## config.mk

```make
export PLATFORM = sky130hd
export DESIGN_NAME = dual_path_useq
export DESIGN_NICKNAME = d
export VERILOG_FILES = /design/src/rtl/dpu_pkg.sv /design/src/rtl/dpu_rom.sv /design/src/rtl/dpu_branch.sv /design/src/rtl/dpu_datapath.sv /design/src/rtl/dpu_ctrl.sv /design/src/rtl/dual_path_useq.sv
export SDC_FILE = /design/constraint.sdc
export NUM_CORES = 1
export LEC_CHECK = 0
export ABC_AREA = 1
export ABC_CLOCK_PERIOD_IN_PS = 5350
export BUFFER_PORTS_ARGS = -buffer_cell sky130_fd_sc_hd__buf_2
export CAP_MARGIN = 5
export CORE_AREA = 3 3 47 49
export DETAILED_ROUTE_END_ITERATION = 8
export DIE_AREA = 0 0 50 52
export HOLD_SLACK_MARGIN = 0.12
export PLACE_DENSITY = 0.7
export SYNTH_ARGS = -nofsm -noshare
export SYNTH_HDL_FRONTEND = slang
export SYNTH_SLANG_ARGS = --single-unit
```

## constraint.sdc

```tcl
create_clock -name clk -period 5.35 [get_ports clk]
set_clock_uncertainty 0.15 [all_clocks]
set_input_delay 0 -clock clk [delete_from_list [all_inputs] [get_ports clk]]
set_output_delay 0 -clock clk [all_outputs]
set_load 0.01 [all_outputs]
```

## src/rtl/dpu_pkg.sv

```systemverilog
`timescale 1ns/1ps
package dpu_pkg;
  localparam int ADDR_W    = 4;
  localparam int COND_W    = 7;
  localparam int Y_W       = 6;
  localparam int SEL_W     = 2;
  localparam int BR_COND_W = 6;
  localparam int X7_IDX    = 6;
  localparam int X3_IDX    = 2;
  localparam int WORD_W    = 1 + 1 + Y_W + SEL_W + ADDR_W;

  typedef enum logic [SEL_W-1:0] {
    SEL_ALWAYS = 2'b00,
    SEL_X7     = 2'b01,
    SEL_X3     = 2'b10,
    SEL_SPARE  = 2'b11
  } sel_e;

  typedef struct packed {
    logic              multiPath;
    logic              stopBit;
    logic [Y_W-1:0]    yBits;
    sel_e              sel;
    logic [ADDR_W-1:0] falseAddr;
  } uword_t;

  typedef struct packed {
    logic restart;
    logic step;
  } strobe_t;

  function automatic uword_t mkWord(input logic multi, input logic stop,
                                    input logic [Y_W-1:0] y,
                                    input logic [SEL_W-1:0] sel,
                                    input logic [ADDR_W-1:0] fa);
    uword_t w;
    w.multiPath = multi;
    w.stopBit   = stop;
    w.yBits     = y;
    w.sel       = sel_e'(sel);
    w.falseAddr = fa;
    return w;
  endfunction
endpackage

```

## src/rtl/dpu_rom.sv

```systemverilog
`timescale 1ns/1ps
module dpu_rom
  import dpu_pkg::*;
(
  input  logic [ADDR_W-1:0] addr,
  output uword_t            word
);
  always_comb begin
    case (addr)
      4'b0000: word = mkWord(1'b0, 1'b0, 6'b000000, 2'b00, 4'b0110);
      4'b0001: word = mkWord(1'b0, 1'b0, 6'b011000, 2'b01, 4'b0001);
      4'b0010: word = mkWord(1'b1, 1'b0, 6'b100010, 2'b00, 4'b0000);
      4'b0011: word = mkWord(1'b0, 1'b1, 6'b000111, 2'b00, 4'b0000);
      4'b0100: word = mkWord(1'b0, 1'b0, 6'b001100, 2'b10, 4'b1001);
      4'b0101: word = mkWord(1'b0, 1'b0, 6'b100010, 2'b00, 4'b0100);
      4'b0110: word = mkWord(1'b1, 1'b0, 6'b000110, 2'b00, 4'b0000);
      4'b0111: word = mkWord(1'b0, 1'b0, 6'b001100, 2'b00, 4'b1001);
      4'b1000: word = mkWord(1'b0, 1'b0, 6'b010010, 2'b00, 4'b1001);
      4'b1001: word = mkWord(1'b1, 1'b0, 6'b001000, 2'b00, 4'b0000);
      4'b1010: word = mkWord(1'b0, 1'b1, 6'b000101, 2'b00, 4'b0000);
      default: word = mkWord(1'b0, 1'b0, 6'b000000, 2'b00, 4'b0000);
    endcase
  end
endmodule

```

## src/rtl/dpu_branch.sv

```systemverilog
`timescale 1ns/1ps
module dpu_branch
  import dpu_pkg::*;
(
  input  logic [ADDR_W-1:0]    addr,
  input  logic [BR_COND_W-1:0] cond,
  output logic [ADDR_W-1:0]    branchAddr
);
  logic x1, x2, x3, x4, x5, x6;
  logic atA2, atA7, atA8;

  assign {x6, x5, x4, x3, x2, x1} = cond;
  assign atA2 = (addr == 4'b0110);
  assign atA7 = (addr == 4'b0010);
  assign atA8 = (addr == 4'b1001);

  // Sum-of-products: each product term ORs its target code into the result
  always_comb begin
    branchAddr = '0;
    if (atA2 &&  x1 &&  x2)              branchAddr = branchAddr | 4'b0001;
    if (atA2 &&  x1 && !x2)              branchAddr = branchAddr | 4'b0111;
    if (atA2 && !x1 &&  x3)              branchAddr = branchAddr | 4'b1000;
    if (atA2 && !x1 && !x3 &&  x4)       branchAddr = branchAddr | 4'b1001;
    if (atA2 && !x1 && !x3 && !x4)       branchAddr = branchAddr | 4'b0100;
    if (atA7 &&  x5)                     branchAddr = branchAddr | 4'b0011;
    if (atA7 && !x5 &&  x6)              branchAddr = branchAddr | 4'b1010;
    if (atA7 && !x5 && !x6)              branchAddr = branchAddr | 4'b0011;
    if (atA8 &&  x5)                     branchAddr = branchAddr | 4'b1010;
    if (atA8 && !x5 &&  x6)              branchAddr = branchAddr | 4'b0011;
    if (atA8 && !x5 && !x6)              branchAddr = branchAddr | 4'b0100;
  end
endmodule

```

## src/rtl/dpu_datapath.sv

```systemverilog
`timescale 1ns/1ps
module dpu_datapath
  import dpu_pkg::*;
(
  input  logic              clk,
  input  logic              rstN,
  input  strobe_t           strobe,
  input  logic [COND_W-1:0] cond,
  output logic [ADDR_W-1:0] addrQ,
  output uword_t            word
);
  logic              testBit;
  logic [ADDR_W-1:0] seqAddr;
  logic [ADDR_W-1:0] branchAddr;
  logic [ADDR_W-1:0] nextAddr;

  dpu_rom romI (.addr(addrQ), .word(word));

  dpu_branch branchI (
    .addr(addrQ),
    .cond(cond[BR_COND_W-1:0]),
    .branchAddr(branchAddr)
  );

  always_comb begin
    case (word.sel)
      SEL_X7:  testBit = cond[X7_IDX];
      SEL_X3:  testBit = cond[X3_IDX];
      default: testBit = 1'b0;
    endcase
  end

  assign seqAddr  = testBit ? addrQ + ADDR_W'(1) : word.falseAddr;
  assign nextAddr = word.multiPath ? branchAddr : seqAddr;

  always_ff @(posedge clk or negedge rstN) begin
    if (!rstN)               addrQ <= '0;
    else if (strobe.restart) addrQ <= '0;
    else if (strobe.step)    addrQ <= nextAddr;
  end


  restart_to_zero_chk: assert property (@(posedge clk) disable iff (!rstN)
    strobe.restart |=> addrQ == '0);


  cond_true_inc_chk: assert property (@(posedge clk) disable iff (!rstN)
    (strobe.step && !strobe.restart && !word.multiPath &&
     ((word.sel == SEL_X7 && cond[X7_IDX]) || (word.sel == SEL_X3 && cond[X3_IDX])))
    |=> addrQ == $past(addrQ) + ADDR_W'(1));


  uncond_target_chk: assert property (@(posedge clk) disable iff (!rstN)
    (strobe.step && !strobe.restart && !word.multiPath && word.sel == SEL_ALWAYS)
    |=> addrQ == $past(word.falseAddr));


  idle_hold_chk: assert property (@(posedge clk) disable iff (!rstN)
    (!strobe.restart && !strobe.step) |=> $stable(addrQ));
endmodule

```

## src/rtl/dpu_ctrl.sv

```systemverilog
`timescale 1ns/1ps
module dpu_ctrl
  import dpu_pkg::*;
(
  input  logic    clk,
  input  logic    rstN,
  input  logic    startIn,
  input  logic    stopBit,
  output strobe_t strobe,
  output logic    running
);
  always_ff @(posedge clk or negedge rstN) begin
    if (!rstN)                   running <= 1'b0;
    else if (startIn)            running <= 1'b1;
    else if (running && stopBit) running <= 1'b0;
  end

  assign strobe.restart = startIn;
  assign strobe.step    = running && !startIn;


  stop_goes_idle_chk: assert property (@(posedge clk) disable iff (!rstN)
    (running && stopBit && !startIn) |=> !running);


  start_runs_chk: assert property (@(posedge clk) disable iff (!rstN)
    startIn |=> running);
endmodule

```

## src/rtl/dual_path_useq.sv

```systemverilog
`timescale 1ns/1ps
module dual_path_useq
  import dpu_pkg::*;
(
  input  logic              clk,
  input  logic              rstN,
  input  logic              startIn,
  input  logic [COND_W-1:0] condIn,
  output logic [Y_W-1:0]    yOut,
  output logic              stopOut,
  output logic [ADDR_W-1:0] uAddr
);
  strobe_t strobe;
  logic    running;
  uword_t  word;

  dpu_ctrl ctrlI (
    .clk(clk), .rstN(rstN), .startIn(startIn),
    .stopBit(word.stopBit), .strobe(strobe), .running(running)
  );

  dpu_datapath dpI (
    .clk(clk), .rstN(rstN), .strobe(strobe), .cond(condIn),
    .addrQ(uAddr), .word(word)
  );

  assign yOut    = running ? word.yBits : '0;
  assign stopOut = running && word.stopBit;


  idle_quiet_chk: assert property (@(posedge clk) disable iff (!rstN)
    !running |-> (yOut == '0 && !stopOut));
endmodule

```

* Word-level counts from Yosys, hierarchy flattened
Memory sizes are Yosys's and may differ from the RTL's. Cells that the tools add are included.
Cells by class: eq/ne operators 5, $add $sub $neg 1, reduce and logical (&&, ||, !) cells 27, multiplexer cells 19
Operators with widths (count):
- two-way mux 4 bit | 8
- logical AND 1 bit | 18
- two-way mux 3 bit | 3
- zero test 1 bit | 7
- two-way mux 2 bit | 3
- two-way mux 6 bit | 1
- adder 4 x 1 -> 4 bit, second input constant | 1
- == test 4 x 2 -> 1 bit, second input constant | 1
- == test 4 x 3 -> 1 bit, second input constant | 1
- == test 4 bit, second input constant | 1
- nonzero test 2 bit | 2
- two-way mux 1 bit | 3
- == test 2 x 1 -> 1 bit, second input constant | 1
- == test 2 bit, second input constant | 1
- one-hot mux 1 bit (2 select lines) | 1
Storage, ports and cells: bits of input ports 10, bits in read-only memories 224, memories 1, register bits 5, word-level logic and storage cells 55
Memories:
- (no name shown) | depth 16, width 14, rd ports 1, clocked after memory_dff 0, wr ports 0, RTL line dpu_rom.sv:9 | case (addr)

* Longest topological paths before layout
depth in word-level cells 17, gate-level depth with buffers 16, depth with buffers taken out 16

* Modules after synthesis
From an unflattened synthesis, not the netlist that was laid out.
Unflattened totals: cells, all modules 164, area, all modules 910.9 sq um
By module, submodules not included:
- dpu_datapath | cells an instance 55, seq. area each 100.1 sq um, times used 1, area an instance 349.1 sq um
- dpu_rom | cells an instance 44, seq. area each 0.0 sq um, times used 1, area an instance 246.5 sq um
- dpu_branch | cells an instance 43, seq. area each 0.0 sq um, times used 1, area an instance 205.2 sq um
- dpu_ctrl | cells an instance 8, seq. area each 25.0 sq um, times used 1, area an instance 57.6 sq um
- dual_path_useq | cells an instance 14, seq. area each 0.0 sq um, times used 1, area an instance 52.6 sq um

* Least setup slack after synthesis
No wires, ideal clock.
path kind reg-to-reg, start point reg dpI.addrQ[1], end point reg dpI.addrQ[2], library setup time 0.117 ns, stages on the path, launching flop included 16, period minus slack after synthesis 2.068 ns, path slack 3.282 ns, buffers on the path 0, data required time 5.083 ns, data arrival time 1.801 ns, cells stage by stage dfrtp_1 -> inv_1 -> ha_1 -> inv_1 -> nor2_2 -> nand2_1 -> inv_1 -> ha_1 -> inv_1 -> nand2_1 -> inv_1 -> nand2_1 -> nand2_1 -> nand2_1 -> nand3_1 -> nand2_1
On the way: longest elaborated chain between the ends 13
RTL lines:
- start, declared | RTL line dpu_datapath.sv:9 | output logic [ADDR_W-1:0] addrQ,
- start signal, assigned | RTL line dpu_datapath.sv:39 | else if (strobe.step) addrQ <= nextAddr;
- == test 4 x 3 -> 1 bit | RTL line dpu_branch.sv:13 | assign atA2 = (addr == 4'b0110);
- logical AND 1 bit (2 in a row) | RTL line dpu_branch.sv:21 | if (atA2 && x1 && !x2) branchAddr = branchAddr | 4'b0111;
- two-way mux 3 bit | RTL line dpu_branch.sv:21
- two-way mux 4 bit | RTL line dpu_branch.sv:22 | if (atA2 && !x1 && x3) branchAddr = branchAddr | 4'b1000;
- two-way mux 4 bit | RTL line dpu_branch.sv:23 | if (atA2 && !x1 && !x3 && x4) branchAddr = branchAddr | 4'b1001;
- two-way mux 3 bit | RTL line dpu_branch.sv:24 | if (atA2 && !x1 && !x3 && !x4) branchAddr = branchAddr | 4'b0100;
- two-way mux 4 bit | RTL line dpu_branch.sv:26 | if (atA7 && !x5 && x6) branchAddr = branchAddr | 4'b1010;
- two-way mux 4 bit | RTL line dpu_branch.sv:28 | if (atA8 && x5) branchAddr = branchAddr | 4'b1010;
- two-way mux 3 bit | RTL line dpu_branch.sv:30 | if (atA8 && !x5 && !x6) branchAddr = branchAddr | 4'b0100;
- two-way mux 4 bit (*) | RTL line dpu_datapath.sv:34 | assign nextAddr = word.multiPath ? branchAddr : seqAddr;
- two-way mux 4 bit (*) | RTL line dpu_datapath.sv:39
- two-way mux 4 bit (*) | RTL line dpu_datapath.sv:38 | else if (strobe.restart) addrQ <= '0;
Every way passes the cells marked *; elsewhere a longest branch is shown, timed or not. The select of a mux whose other input is x is not followed. A chain may end at the register's enable or synchronous reset.

* Worst setup path in the final report
start point reg dpI.addrQ[0], end point reg dpI.addrQ[3]
On the way: longest elaborated chain between the ends 10
RTL lines (RTL line):
- branches (longest 7 deep; another with memory (16 x 14 bit))
- two-way mux 4 bit (*) | dpu_datapath.sv:34
- two-way mux 4 bit (*) | dpu_datapath.sv:39
- two-way mux 4 bit (*) | dpu_datapath.sv:38
Mark *: on every way between the ends. The select of a mux whose other input is x is not followed.

==> impl_metrics.yaml <==
synthesis:
  ys_seq_area_frac: 0.177
  synthMuxAreaShare: 0
  syn_inst: 124
  synth-simple-area-share: 0.527
  synth_fa_ha_area_frac: 0.124
  synth_top_area_share: 0.245
  synth_xor_area_frac: 0
  synth_top_family_by_area: "simple AND/OR/NAND/NOR gates"
  synth.area.top_cells: "nand2_1 (24%), dfrtp_1 (18%), nand3_1 (13%)"
  synth_compound_area_frac: 0.0567
  syn_area_sq_um: 706
  synth.distinct_cells: 18
  synth_fp_nets: 141
  avgSynthCellArea_sq_um: 5.69
  yosys_warnings: 0
  ys_ff_latch: 5
  post-synth-top-area-cell: "nand2_1"
floorplan:
  start_util: 0.371
  core_sq_mm: 0.00190
  rows: 16
  ioPinCount: 21
  die_y_microns: 52
  die_w_microns: 50
  dieArea_sq_mm: 0.00260
clocking:
  clock_latency_ns: 0.24
  h-tree-depth: 1
  cts_resized: 0
  clockRootBuffer: "clkbuf_4"
  clockBufferDepth: 2
  clkTransAtPathRegs_ns: 0.04
  cts_tree: "built"
  cts_inserted_buffers: 3
  cts.sinks: 5
setup_path:
  path_delay_family: "buffers and inverters"
  worst_setup_path_start_kind: "flop"
  arrival_ns: 2.91
  path_class: "reg2reg"
  max_stage_delay_ns: 0.57
  path_buf_inv: 3
  crit_top_cell: "nand3_1"
  critical-path-slowest-cell: "dlygate4sd3_1"
  crit_chain: "inv_1 > ha_1 > nand3_1 > nor2_1 > nand2_1 > dlygate4sd3_1 > nand3_1 > dlygate4sd3_1 > nand3_1 > nand2_1"
  crit_fanout: 9
  cp_data_required_time_ns: 5.37
  end_kind: "flop"
routing:
  via_count: 886
  vias_per_cell: 4.87
  drc: 0
  detail-route-antenna-nets: 0
  drt_iter0_drc: 22
  wl_microns: 1880
  wl_per_cell_microns: 10.3
  firstDrtPassIters: 4
timing:
  rsz0062_at_grt: "no"
  fin_hold_ws_ns: 0.174
  slew_headroom: 0.654
  final.setup.tns_ns: 0
  period_share: 0.539
  min_period_ns: 2.88
  finalSetupViolCount: 0
  hold_violations: 0
  max_freq_mhz: 347
  tightestPinTransition_ns: 0.520
  maxSlewViolCount: 0
pwr:
  power_density_mw_per_mm2: 483
  seqPwrFrac: 0.205
  p_clk_frac: 0.091
  switching_share: 0.538
  internal-power_uw: 210
  netSwitchingPower_uw: 245
  combPwrFrac: 0.704
  p_leak_nw: 0.553
  irDropWorstVdd_uv: 303
grt:
  met3_usage: 0.0143
  grt_pass1_wl_microns: 3180
  use_met2: 0.270
  top_usage_layer: "met2"
  grt_max_degree: 17
  first_global_vias: 801
  grt_overflow_total: 0
  antenna_found_initial: 0
  grtUsageTotal: 0.156
  use_met1: 0.187
status:
  status: "complete, no violations"
placement:
  detailed_place_hpwl_microns: 1420
  io_buffers: 20
  place.gp.congestion: 0.868
final_layout:
  nets: 173
  layout-drive-gt1-share: 0.174
  n_antenna_cell: 0
  syn_to_final_growth_pct: 33.7
hold_path:
  hold_path_class: "in2reg"
run:
  drv_cap: 0
## worst register-to-register path: stages, from the launching register on
cell	delay, ns
dfrtp_1	0.47
inv_1	0.15
ha_1	0.28
nand3_1	0.10
nor2_1	0.23
nand2_1	0.10
dlygate4sd3_1	0.57
nand3_1	0.09
dlygate4sd3_1	0.56
nand3_1	0.07
nand2_1	0.06
## through the flow
step | cell area, sq um | utilization | power [mW] | worst slack, ns | std cells
detailed placement | 817 | 0.430 | 0.403 | 3.11 | 168
finish | 943 | 0.496 | 0.456 | 2.47 | 182
global placement | 817 | 0.430 | 0.404 | 3.17 | 168
floorplan | 706 | - | 0.320 | 3.28 | 124
CTS | 943 | 0.496 | 0.458 | 2.58 | 182
global route | 943 | 0.496 | 0.517 | 2.35 | 182
## repair_timing
item / CTS / global route
endpoints found under the hold margin: 10 / 0
hold buffers: 10 / 0
buffers inserted: 0 / 0
## final timing paths
| path | startpoint | end | slack [ns] | depth (start not counted) |
|---|---|---|---|---|
| min in group asynchronous | rstN | dpI.addrQ[0] | 0.51 | 3 |
| setup / recovery | dpI.addrQ[0] | dpI.addrQ[3] | 2.47 | 10 |
| max in group asynchronous | rstN | ctrlI.running | 4.36 | 3 |
| hold / removal | condIn[5] | dpI.addrQ[2] | 0.17 | 7 |
| setup reg to reg | dpI.addrQ[0] | dpI.addrQ[3] | 2.47 | 10 |
| hold reg to reg | dpI.addrQ[1] | dpI.addrQ[1] | 0.49 | 2 |
## power groups by stage
stage,clock network [mW],registers [mW],logic (mW)
2_1_floorplan,0,0.0767,0.243
3_3_place_gp,0,0.0931,0.311
3_5_place_dp,0,0.0943,0.309
4_1_cts,0.0440,0.0938,0.320
5_1_grt,0.0461,0.0986,0.372
6_report,0.0416,0.0934,0.321
## cells in the mapped netlist
library cell,count
a21oi_1,4
buf_4,3
dfrtp_1,5
ha_1,7
inv_1,13
inv_2,1
inv_4,1
nand2_1,46
nand3_1,18
nand3b_1,2
nand4_1,3
nor2_1,15
nor2_2,1
o21a_1,1
o21ai_0,1
o21bai_1,1
or2_1,1
or2_2,1
## logic make-up after synthesis
kind of cell / after synthesis
simple gates: 87
buf+inv: 18
flops: 5
compound gates: 7
fa+ha+maj: 7
## state kept, by name (all words and copies together), names as in the netlist
signal / count
ctrlI.running: 1
dpI.addrQ: 4
## layout make-up
type / count / area [sq um]
inverter: 15 / 58.8
fill: 203 / 958
tap: 27 / 33.8
timing repair buffer: 30 / 200
sequential: 5 / 125
clock buffer: 4 / 26.3
multi-input combinational: 101 / 499
## cells in the final DEF (no fill, tap or decap)
| cell type | netlist | final |
|---|---|---|
| nand2_1 | 46 | 46 |
| buf_2 | 0 | 20 |
| nand3_1 | 18 | 18 |
| nor2_1 | 15 | 15 |
| inv_1 | 13 | 13 |
| dlygate4sd3_1 | 0 | 10 |
| ha_1 | 7 | 7 |
| dfrtp_1 | 5 | 5 |
| a21oi_1 | 4 | 4 |
| nand4_1 | 3 | 3 |
| clkbuf_4 | 0 | 3 |
| nand3b_1 | 2 | 2 |
| inv_4 | 1 | 1 |
| nor2_2 | 1 | 1 |
| inv_2 | 1 | 1 |
| o21a_1 | 1 | 1 |
| or2_1 | 1 | 1 |
| o21ai_0 | 1 | 1 |
| o21bai_1 | 1 | 1 |
| or2_2 | 1 | 1 |
| clkbuf_1 | 0 | 1 |
## per-layer routing
metal  up-vias  wire length, microns  share of wire
li1        460                     -              -
met1       398                   879           0.47
met2        22                   914           0.49
met3         6                    42          0.022
met4         0                    46          0.024
met5         -                     0              0
(Power assumes the default switching activity.)
